--- src/rtl/lcb_pkg.sv ---
package lcb_pkg;

  typedef enum logic [1:0] {
    STEP_DOWN = 2'b00,
    STEP_NONE = 2'b01,
    STEP_UP   = 2'b10,
    STEP_RSVD = 2'b11
  } step_op_e;

  localparam int PB_OP_HI   = 7;
  localparam int PB_OP_LO   = 6;
  localparam int PB_SENSE   = 5;
  localparam int PB_SIGN    = 4;
  localparam int PB_SEL_HI  = 2;
  localparam int SEL_BITS   = PB_SEL_HI + 1;

  typedef struct packed {
    step_op_e          op;
    logic              on_nonzero;
    logic              disp_neg;
    logic [SEL_BITS-1:0] sel;
    logic              narrow;
  } lcb_ctrl_t;

endpackage

--- src/rtl/lcb_decode.sv ---
module lcb_decode
  import lcb_pkg::*;
#(
  parameter int          NREG        = 8,
  parameter logic [NREG-1:0] NARROW_MASK = 8'b0000_0011
) (
  input  logic [7:0] postbyte,
  output lcb_ctrl_t  ctrl,
  output logic       legal
);
  always_comb begin
    ctrl.op         = step_op_e'(postbyte[PB_OP_HI:PB_OP_LO]);
    ctrl.on_nonzero = postbyte[PB_SENSE];
    ctrl.disp_neg   = postbyte[PB_SIGN];
    ctrl.sel        = postbyte[PB_SEL_HI:0];
    ctrl.narrow     = NARROW_MASK[ctrl.sel];
    legal           = (ctrl.op != STEP_RSVD);
  end
endmodule

--- src/rtl/lcb_step.sv ---
module lcb_step
  import lcb_pkg::*;
#(
  parameter int DW = 16,
  parameter int NW = 8
) (
  input  step_op_e        op,
  input  logic            narrow,
  input  logic [DW-1:0]   value_in,
  output logic [DW-1:0]   value_out,
  output logic            is_zero,
  output logic            modifies
);
  function automatic logic [DW-1:0] limit_width(input logic [DW-1:0] v, input logic n);
    logic [DW-1:0] m;
    m = n ? {{(DW-NW){1'b0}}, {NW{1'b1}}} : {DW{1'b1}};
    return v & m;
  endfunction

  function automatic logic [DW-1:0] step_value(input step_op_e o, input logic [DW-1:0] v);
    case (o)
      STEP_DOWN: return v - 1'b1;
      STEP_UP:   return v + 1'b1;
      default:   return v;
    endcase
  endfunction

  logic [DW-1:0] operand;

  always_comb begin
    operand   = limit_width(value_in, narrow);
    value_out = limit_width(step_value(op, operand), narrow);
    is_zero   = (value_out == '0);
    modifies  = (op == STEP_DOWN) || (op == STEP_UP);
  end
endmodule

--- src/rtl/lcb_target.sv ---
module lcb_target #(
  parameter int AW = 16,
  parameter int OW = 8
) (
  input  logic [AW-1:0] pc_base,
  input  logic          disp_neg,
  input  logic [OW-1:0] disp_low,
  output logic [AW-1:0] target
);
  function automatic logic [AW-1:0] widen_disp(input logic s, input logic [OW-1:0] d);
    return {{(AW-OW){s}}, d};
  endfunction

  always_comb target = pc_base + widen_disp(disp_neg, disp_low);
endmodule

--- src/rtl/loop_branch_unit.sv ---
module loop_branch_unit
  import lcb_pkg::*;
#(
  parameter int              DW          = 16,
  parameter int              AW          = 16,
  parameter int              NW          = 8,
  parameter int              OW          = 8,
  parameter logic [7:0]      NARROW_MASK = 8'b0000_0011
) (
  input  logic                clk,
  input  logic                rst_n,
  input  logic                start,
  input  logic [7:0]          postbyte,
  input  logic [OW-1:0]       offset,
  input  logic [AW-1:0]       pc_next,
  output logic [SEL_BITS-1:0] rf_rd_sel,
  input  logic [DW-1:0]       rf_rd_data,
  output logic                rf_wr_en,
  output logic [SEL_BITS-1:0] rf_wr_sel,
  output logic [DW-1:0]       rf_wr_data,
  output logic                done,
  output logic                branch_taken,
  output logic [AW-1:0]       branch_target,
  output logic                illegal_op
);
  localparam int NREG = 1 << SEL_BITS;

  lcb_ctrl_t     ctrl;
  logic          legal;
  logic [DW-1:0] stepped;
  logic          res_zero;
  logic          res_writes;
  logic [AW-1:0] tgt;
  logic          cond_met;
  logic          test_q;
  logic          narrow_q;

  lcb_decode #(.NREG(NREG), .NARROW_MASK(NARROW_MASK)) u_dec (
    .postbyte (postbyte),
    .ctrl     (ctrl),
    .legal    (legal)
  );

  lcb_step #(.DW(DW), .NW(NW)) u_step (
    .op        (ctrl.op),
    .narrow    (ctrl.narrow),
    .value_in  (rf_rd_data),
    .value_out (stepped),
    .is_zero   (res_zero),
    .modifies  (res_writes)
  );

  lcb_target #(.AW(AW), .OW(OW)) u_tgt (
    .pc_base  (pc_next),
    .disp_neg (ctrl.disp_neg),
    .disp_low (offset),
    .target   (tgt)
  );

  assign rf_rd_sel = ctrl.sel;
  assign cond_met  = legal && (ctrl.on_nonzero ? !res_zero : res_zero);

  always_ff @(posedge clk or negedge rst_n) begin
    if (!rst_n) begin
      done          <= 1'b0;
      rf_wr_en      <= 1'b0;
      rf_wr_sel     <= '0;
      rf_wr_data    <= '0;
      branch_taken  <= 1'b0;
      branch_target <= '0;
      illegal_op    <= 1'b0;
      test_q        <= 1'b0;
      narrow_q      <= 1'b0;
    end else begin
      done         <= start;
      rf_wr_en     <= start && legal && res_writes;
      branch_taken <= start && cond_met;
      illegal_op   <= start && !legal;
      test_q       <= start && (ctrl.op == STEP_NONE);
      if (start) begin
        rf_wr_sel     <= ctrl.sel;
        rf_wr_data    <= stepped;
        branch_target <= tgt;
        narrow_q      <= ctrl.narrow;
      end
    end
  end

  // Result appears one cycle after start
  assert_latency_R11: assert property (@(posedge clk) disable iff (!rst_n)
    start |=> done);
  assert_no_result_R11: assert property (@(posedge clk) disable iff (!rst_n)
    !start |=> !done);
  assert_quiet_idle_R11: assert property (@(posedge clk) disable iff (!rst_n)
    !done |-> (!rf_wr_en && !branch_taken && !illegal_op));
  // Reserved code neither writes nor branches
  assert_illegal_quiet_R9: assert property (@(posedge clk) disable iff (!rst_n)
    illegal_op |-> (!rf_wr_en && !branch_taken));
  // Step operations always write back, taken or not
  assert_step_writes_R7: assert property (@(posedge clk) disable iff (!rst_n)
    (done && !illegal_op && !test_q) |-> rf_wr_en);
  // Test leaves the register untouched
  assert_test_no_write_R3: assert property (@(posedge clk) disable iff (!rst_n)
    test_q |-> !rf_wr_en);
  // Narrow registers carry a clear upper byte
  assert_narrow_upper_R8: assert property (@(posedge clk) disable iff (!rst_n)
    (rf_wr_en && narrow_q) |-> (rf_wr_data[DW-1:NW] == '0));
endmodule

--- config.mk ---
export PLATFORM = sky130hd
export DESIGN_NAME = loop_branch_unit
export DESIGN_NICKNAME = d
export VERILOG_FILES = /design/src/rtl/lcb_pkg.sv /design/src/rtl/lcb_decode.sv /design/src/rtl/lcb_step.sv /design/src/rtl/lcb_target.sv /design/src/rtl/loop_branch_unit.sv
export SDC_FILE = /design/constraint.sdc
export NUM_CORES = 1
export LEC_CHECK = 0
export ABC_AREA = 1
export BUFFER_PORTS_ARGS = -buffer_cell sky130_fd_sc_hd__buf_4
export CAP_MARGIN = 0
export CORE_MARGIN = 3
export CORE_UTILIZATION = 50
export CTS_BUF_LIST = sky130_fd_sc_hd__clkbuf_8
export DETAILED_ROUTE_END_ITERATION = 7
export GPL_TIMING_DRIVEN = 0
export PLACE_DENSITY = 0.82
export SLEW_MARGIN = 20
export SYNTH_ARGS = -nofsm -noshare
export SYNTH_HDL_FRONTEND = slang
export SYNTH_SLANG_ARGS = --single-unit
--- constraint.sdc ---
create_clock -name clk -period 1.7 [get_ports clk]
set_input_delay 0.51 -clock clk [delete_from_list [all_inputs] [get_ports clk]]
set_output_delay 0.51 -clock clk [all_outputs]
set_load 0.02 [all_outputs]
Word-level counts from Yosys, hierarchy flattened
Memories as Yosys holds them, arrays and structs flattened.
Index checks and enable logic that the tools add are counted.
Storage, ports and cells
  register bits: 39
  bits in read-only memories: 8
  bits of input ports: 51
  output and inout port bits: 42
  logic and storage cells: 30
  memories kept: 1
Memory list
  (no name shown): depth 8, width 1, rd ports 1, clocked after Yosys merged registers in 0, wr ports 0, RTL line lcb_decode.sv:16  | ctrl.narrow = NARROW_MASK[ctrl.sel];
Operators by class
  add/subtract/negate cells: 3
  magnitude comparators: 1
  eq/ne operators: 2
  multiplexer cells: 4
  bitwise operators: 2
  reduce and logical (&&, ||, !) cells: 10
Operator list (count)
  16-bit AND: 2
  16-bit one-hot mux with 2 select lines: 1
  16-bit by 1-bit adder with 16-bit output, second input constant: 1
  16-bit adder: 1
  16-bit zero test: 1
  16-bit two-way mux: 1
  16-bit by 1-bit subtractor with 16-bit output, second input constant: 1
  1-bit logical AND: 5
  3-bit by 4-bit < comparator with 1-bit output, second input constant: 1
  2-bit equality test, second input constant: 1
  1-bit zero test: 2
  2-bit zero test: 1
  1-bit two-way mux: 2
  2-bit inequality test, second input constant: 1
  1-bit logical OR: 1

Logic depth before layout (Yosys ltp)
  depth in word-level cells: 12
  mapped depth: 23
  gate-level depth less buffers: 23

Hierarchy
A second synthesis with hierarchy kept.
Unflattened totals
  cells, all modules: 628
  area total of the unflattened synthesis: 3827.4 um^2
Modules (own cells, without submodules)
  loop_branch_unit: times used 1, cells an instance 162, area each 1524.0 um^2, seq. area each 975.9 um^2
  lcb_step: times used 1, cells an instance 278, area each 1305.0 um^2, seq. area each 0.0 um^2
  lcb_target: times used 1, cells an instance 179, area each 938.4 um^2, seq. area each 0.0 um^2
  lcb_decode: times used 1, cells an instance 9, area each 60.1 um^2, seq. area each 0.0 um^2

Worst setup path after synthesis
Ideal clock, no wire load.
  kind: in2reg
  start point: input postbyte[1]
  end point: register branch_taken
  setup time: 0.116 ns
  data arrival time: 2.386 ns
  data required time: 1.584 ns
  slack: -0.802 ns
  stages on the path: 18
  path buffers: 1
  path through: nor2_1 clkbuf_1 nor2_1 ha_1 inv_1 o21ai_0 inv_1 nand2_1 a21oi_1 nand2_1 nand2_1 nand3_1 nand2_1 nand2_1 nor2_2 nand4_1 nand2_1 nor2_2
Between the ends
  longest elaborated chain between the ends: 12
  elaborated cells on any way between the ends: 13
  classes of those cells: add/sub: 2; mux: 4; bitwise: 2; reduce/logical: 4; memory: 1
Ends and longest elaborated chain
  from (decl): RTL line loop_branch_unit.sv:13  | input logic [7:0] postbyte,
  memory 8 x 1 bit *
  1-bit two-way mux (not written as such) *: RTL line lcb_decode.sv:16
  16-bit two-way mux *: RTL line lcb_step.sv:16  | m = n ? {{(DW-NW){1'b0}}, {NW{1'b1}}} : {DW{1'b1}};
  16-bit AND: RTL line lcb_step.sv:17  | return v & m;
  16-bit by 1-bit adder with 16-bit output or 16-bit by 1-bit subtractor with 16-bit output (tied branches): RTL line lcb_step.sv:23, lcb_step.sv:22
  16-bit one-hot mux with 2 select lines: RTL line lcb_step.sv:21  | case (o)
  16-bit AND *: RTL line lcb_step.sv:17
  16-bit zero test *: RTL line lcb_step.sv:33  | is_zero = (value_out == '0);
  1-bit zero test: RTL line loop_branch_unit.sv:61  | assign cond_met = legal && (ctrl.on_nonzero ? !res_zero : res_zero);
  1-bit two-way mux *: RTL line loop_branch_unit.sv:61
  1-bit logical AND *: RTL line loop_branch_unit.sv:61
  1-bit logical AND *: RTL line loop_branch_unit.sv:77  | branch_taken <= start && cond_met;
  to (signal assigned): RTL line loop_branch_unit.sv:77
  to (decl): RTL line loop_branch_unit.sv:22  | output logic branch_taken,
Every way passes the cells marked *; elsewhere a longest branch is shown, timed or not. The select of a mux whose other input is x is not followed.
A chain may end at the register's enable or synchronous reset.

Worst setup path after layout
  start point: input postbyte[6]
  end point: register branch_taken
Between the ends
  longest elaborated chain between the ends: 8
  elaborated cells on any way between the ends: 10
  classes of those cells: eq/ne: 2; mux: 2; bitwise: 1; reduce/logical: 5
Ends and longest elaborated chain (RTL line)
  2-bit equality test or 2-bit zero test (tied branches): lcb_step.sv:21
  16-bit one-hot mux with 2 select lines: lcb_step.sv:21
  16-bit AND: lcb_step.sv:17
  16-bit zero test: lcb_step.sv:33
  1-bit zero test: loop_branch_unit.sv:61
  1-bit two-way mux: loop_branch_unit.sv:61
  1-bit logical AND *: loop_branch_unit.sv:61
  1-bit logical AND *: loop_branch_unit.sv:77
Every way passes the cells marked *; elsewhere a longest branch is shown, timed or not.

==> results.cfg <==
[clock_network]
cts_hold_buffers = 0
cts_tree = built
cts.sink_count = 39
clk_path_buf_depth = 2
cts.clk_slew.worst_paths_ns = 0.07
cts_root_buffer = clkbuf_8
h-tree-depth = 2
worstSkewPairLatency_ns = 0.29
cts_buffers = 5

[cells_and_area]
area_growth_pct = 58.8
fill_cells = 395
multi_input_area_sq_um = 2770
n_antenna_cell = 0
instances_no_fill = 730
nets = 728
drive_gt1_frac = 0.453
final-seq-area_sq_um = 976

[critical_path]
startpoint_type = primary input
critical_path.startpoint = postbyte[6]
cp_max_fo = 5
path_common_cell = nand2_1
rr_endpoint = rf_wr_data[15]$_DFFE_PN0P_
cp.required_ns = 1.93
max_stage_delay_ns = 0.31
arrival_ns = 2.50
r2r_cells = 2
rrSetupSlack_ns = 0.97
path_class = primary input to register
r2r_start = rf_wr_data[15]$_DFFE_PN0P_
endpoint_kind = register
worstPathCellList = buf_12 -> inv_16 -> buf_12 -> nand2_8 -> ha_4 -> nand2_1 -> nor3_1 -> nand2_2 -> nand3_1 -> nand3_1 -> o211ai_1 -> nand2_1 -> nor2_2 -> nand3_1 -> nand2_1 -> nand2_1 -> nor2_2
crit_slowest_cell = ha_4

[routing]
vias_per_cell = 5.53
drt_iter0_markers = 180
vias = 4035
firstDrtPassIters = 5
drc_errors = 0
wl_per_cell_microns = 16.1
drt_wl_total_microns = 11800
ant_nets = 0

[yosys]
yosysUniqueCellTypes = 33
synth_flop_cell = dfrtp_1
yosys_warnings = 0
synthCells = 517
synth-edff-count = 0
avgSynthCellArea_sq_um = 6.53
synth_area_sq_um = 3380
synthesis.nets = 592
synth_top_area_frac = 0.289
seq_area_frac_synth = 0.289
ys_ff_latch = 39
yosys.area.top_type = dfrtp_1
synthTopCellsByArea = dfrtp_1, nand2_1, ha_1, o21ai_0, inv_1
synth-async-reset-ratio = 1.00

[die]
row_count = 29
die-area_sq_um = 7770
ios = 93
chipWidth_microns = 88.2
fp.coreArea_sq_um = 6460
initial_core_util = 0.523
die_height_microns = 88.2

[timing]
max_slew_margin = 0.567
finalClockSkew_ns = 0
finalHoldViolations = 0
fin_crit_sh = 1.34
grt_setup_unrepaired = yes
period_minus_slack_ns = 2.27
worstMarginPinSlew_ns = 0.649
max_freq_mhz = 440
slew_violations = 0
setup_slack_ns = -0.573
fin_tns_setup_ns = -4.67
setup_viol = 21

[grt]
track_usage = 0.282
first_global_vias = 3775
antenna_found_initial = 0
grt_max_degree = 40
grt_pass1_wl_microns = 17300
gr-total-overflow = 0

[place]
routabilityCongestion = 0.917
dpl.hpwl_microns = 7830
port_buffers = 91
dp.cells = 685
place_ws_ns = -1.01

[pwr]
p_total_mw = 3.70
powerDensity_nw_per_um2 = 691
vdd_drop_max_mv = 0.665
p_leak_nw = 2.72

[run_status]
status = finished, violations left
violations = setup timing

[worst_hold_path]
hp-class = primary input to async pin

[run]
cap_violations = 0
[area by class of cell]
| class | count | share of cell area |
|---|---|---|
| plain buffers | 17 | 0.0231 |
| clock buffers | 6 | 0.0154 |
| clock inverters | 1 | 0.000934 |
| inverters | 61 | 0.0493 |
| multi-input cells | 400 | 0.516 |
| flip-flops and latches | 39 | 0.182 |
| well taps | 77 | 0.0180 |
| repair buffers | 129 | 0.195 |
[worst max-delay path, delay by kind of cell]
| kind | cells | cell delay, ns |
|---|---|---|
| AOI/OAI and AO/OA | 1 | 0.15 |
| and+or+nand+nor | 12 | 1.25 |
| adders and majority gates | 1 | 0.31 |
| buffers and inverters | 3 | 0.27 |
[worst max path at each step]
stage                                          endpoint  slack, ns  cells after the start
after global placement           branch_taken$_DFF_PN0_      -0.97                     19
after CTS                        branch_taken$_DFF_PN0_      -0.50                     21
after global routing             branch_taken$_DFF_PN0_      -0.71                     17
final                            branch_taken$_DFF_PN0_      -0.57                     17
after floorplan           branch_target[14]$_DFFE_PN0P_      -0.53                     16
after detailed placement         branch_taken$_DFF_PN0_      -1.01                     21
[cell families after synthesis]
| family | share of synthesized area |
|---|---|
| multiplexers | 0.00297 |
| flip-flops | 0.289 |
| AND/OR/NAND/NOR | 0.342 |
| adder cells (fa/ha/maj) | 0.0912 |
| XOR/XNOR | 0.0415 |
| AO/OA/AOI/OAI | 0.137 |
| buffers and inverters | 0.0960 |
[stage by stage]
| step | utilization | instance area (sq um) | hold slack, ns |
|---|---|---|---|
| global route | 0.830 | 5360 | 0.227 |
| CTS | 0.783 | 5060 | 0.196 |
| finish | 0.830 | 5360 | 0.182 |
| global placement | 0.683 | 4410 | 0.464 |
| floorplan | - | 3630 | 0.214 |
| detailed placement | 0.683 | 4410 | 0.472 |
[cells in the mapped netlist, types with 4 or more instances]
| cell type | number |
|---|---|
| a21boi_0 | 4 |
| nor2_2 | 8 |
| xnor2_1 | 6 |
| o21ai_0 | 43 |
| a31oi_1 | 4 |
| clkbuf_1 | 10 |
| nand2_2 | 4 |
| ha_1 | 23 |
| nand3_1 | 34 |
| inv_1 | 57 |
| nand4_1 | 4 |
| nand2_4 | 4 |
| xor2_1 | 10 |
| a21oi_1 | 22 |
| nor2_1 | 32 |
| nand2_1 | 186 |
| buf_4 | 4 |
| dfrtp_1 | 39 |
[cells in the final DEF (no fill, tap or decap), drive strengths merged]
cell / n
a21oi: 24
a21boi: 4
xnor2: 6
o211ai: 1
buf: 137
dfrtp: 39
a211oi: 3
clkinv: 2
fa: 1
o21ai: 44
inv: 60
a21o: 1
clkbuf: 15
nand4: 4
xor2: 10
or2: 1
ha: 23
mux2i: 1
nor2: 40
nor3: 3
o21bai: 2
nand3: 34
nand2: 194
a31oi: 4
[per-layer routing]
layer,vias up,GRT usage,part of all wire
met5,-,0,0
met3,25,0.0376,0.060
met2,168,0.487,0.50
li1,1936,-,-
met4,0,0.0838,0.020
met1,1906,0.367,0.42
[state kept, by name, indices dropped and copies added (netlist names)]
| signal | count |
|---|---|
| illegal_op | 1 |
| rf_wr_en | 1 |
| branch_target | 16 |
| done | 1 |
| branch_taken | 1 |
| rf_wr_sel | 3 |
| rf_wr_data | 16 |
[timing repair]
item,CTS,global route
endpoints found under the hold margin,0,0
setup buffers,26,14
resized for setup,84,57
cloned,0,0
setup endpoints to repair,31,31
pin swaps,67,53
[power breakdown]
| part | switching [mW] | total (mW) | leakage (nW) | internal, mW |
|---|---|---|---|---|
| clock network | 0.304 | 0.622 | 0.0470 | 0.318 |
| logic | 1.09 | 1.94 | 2.19 | 0.848 |
| registers | 0.0868 | 1.15 | 0.476 | 1.06 |
Power figures use the tool's default switching activity.
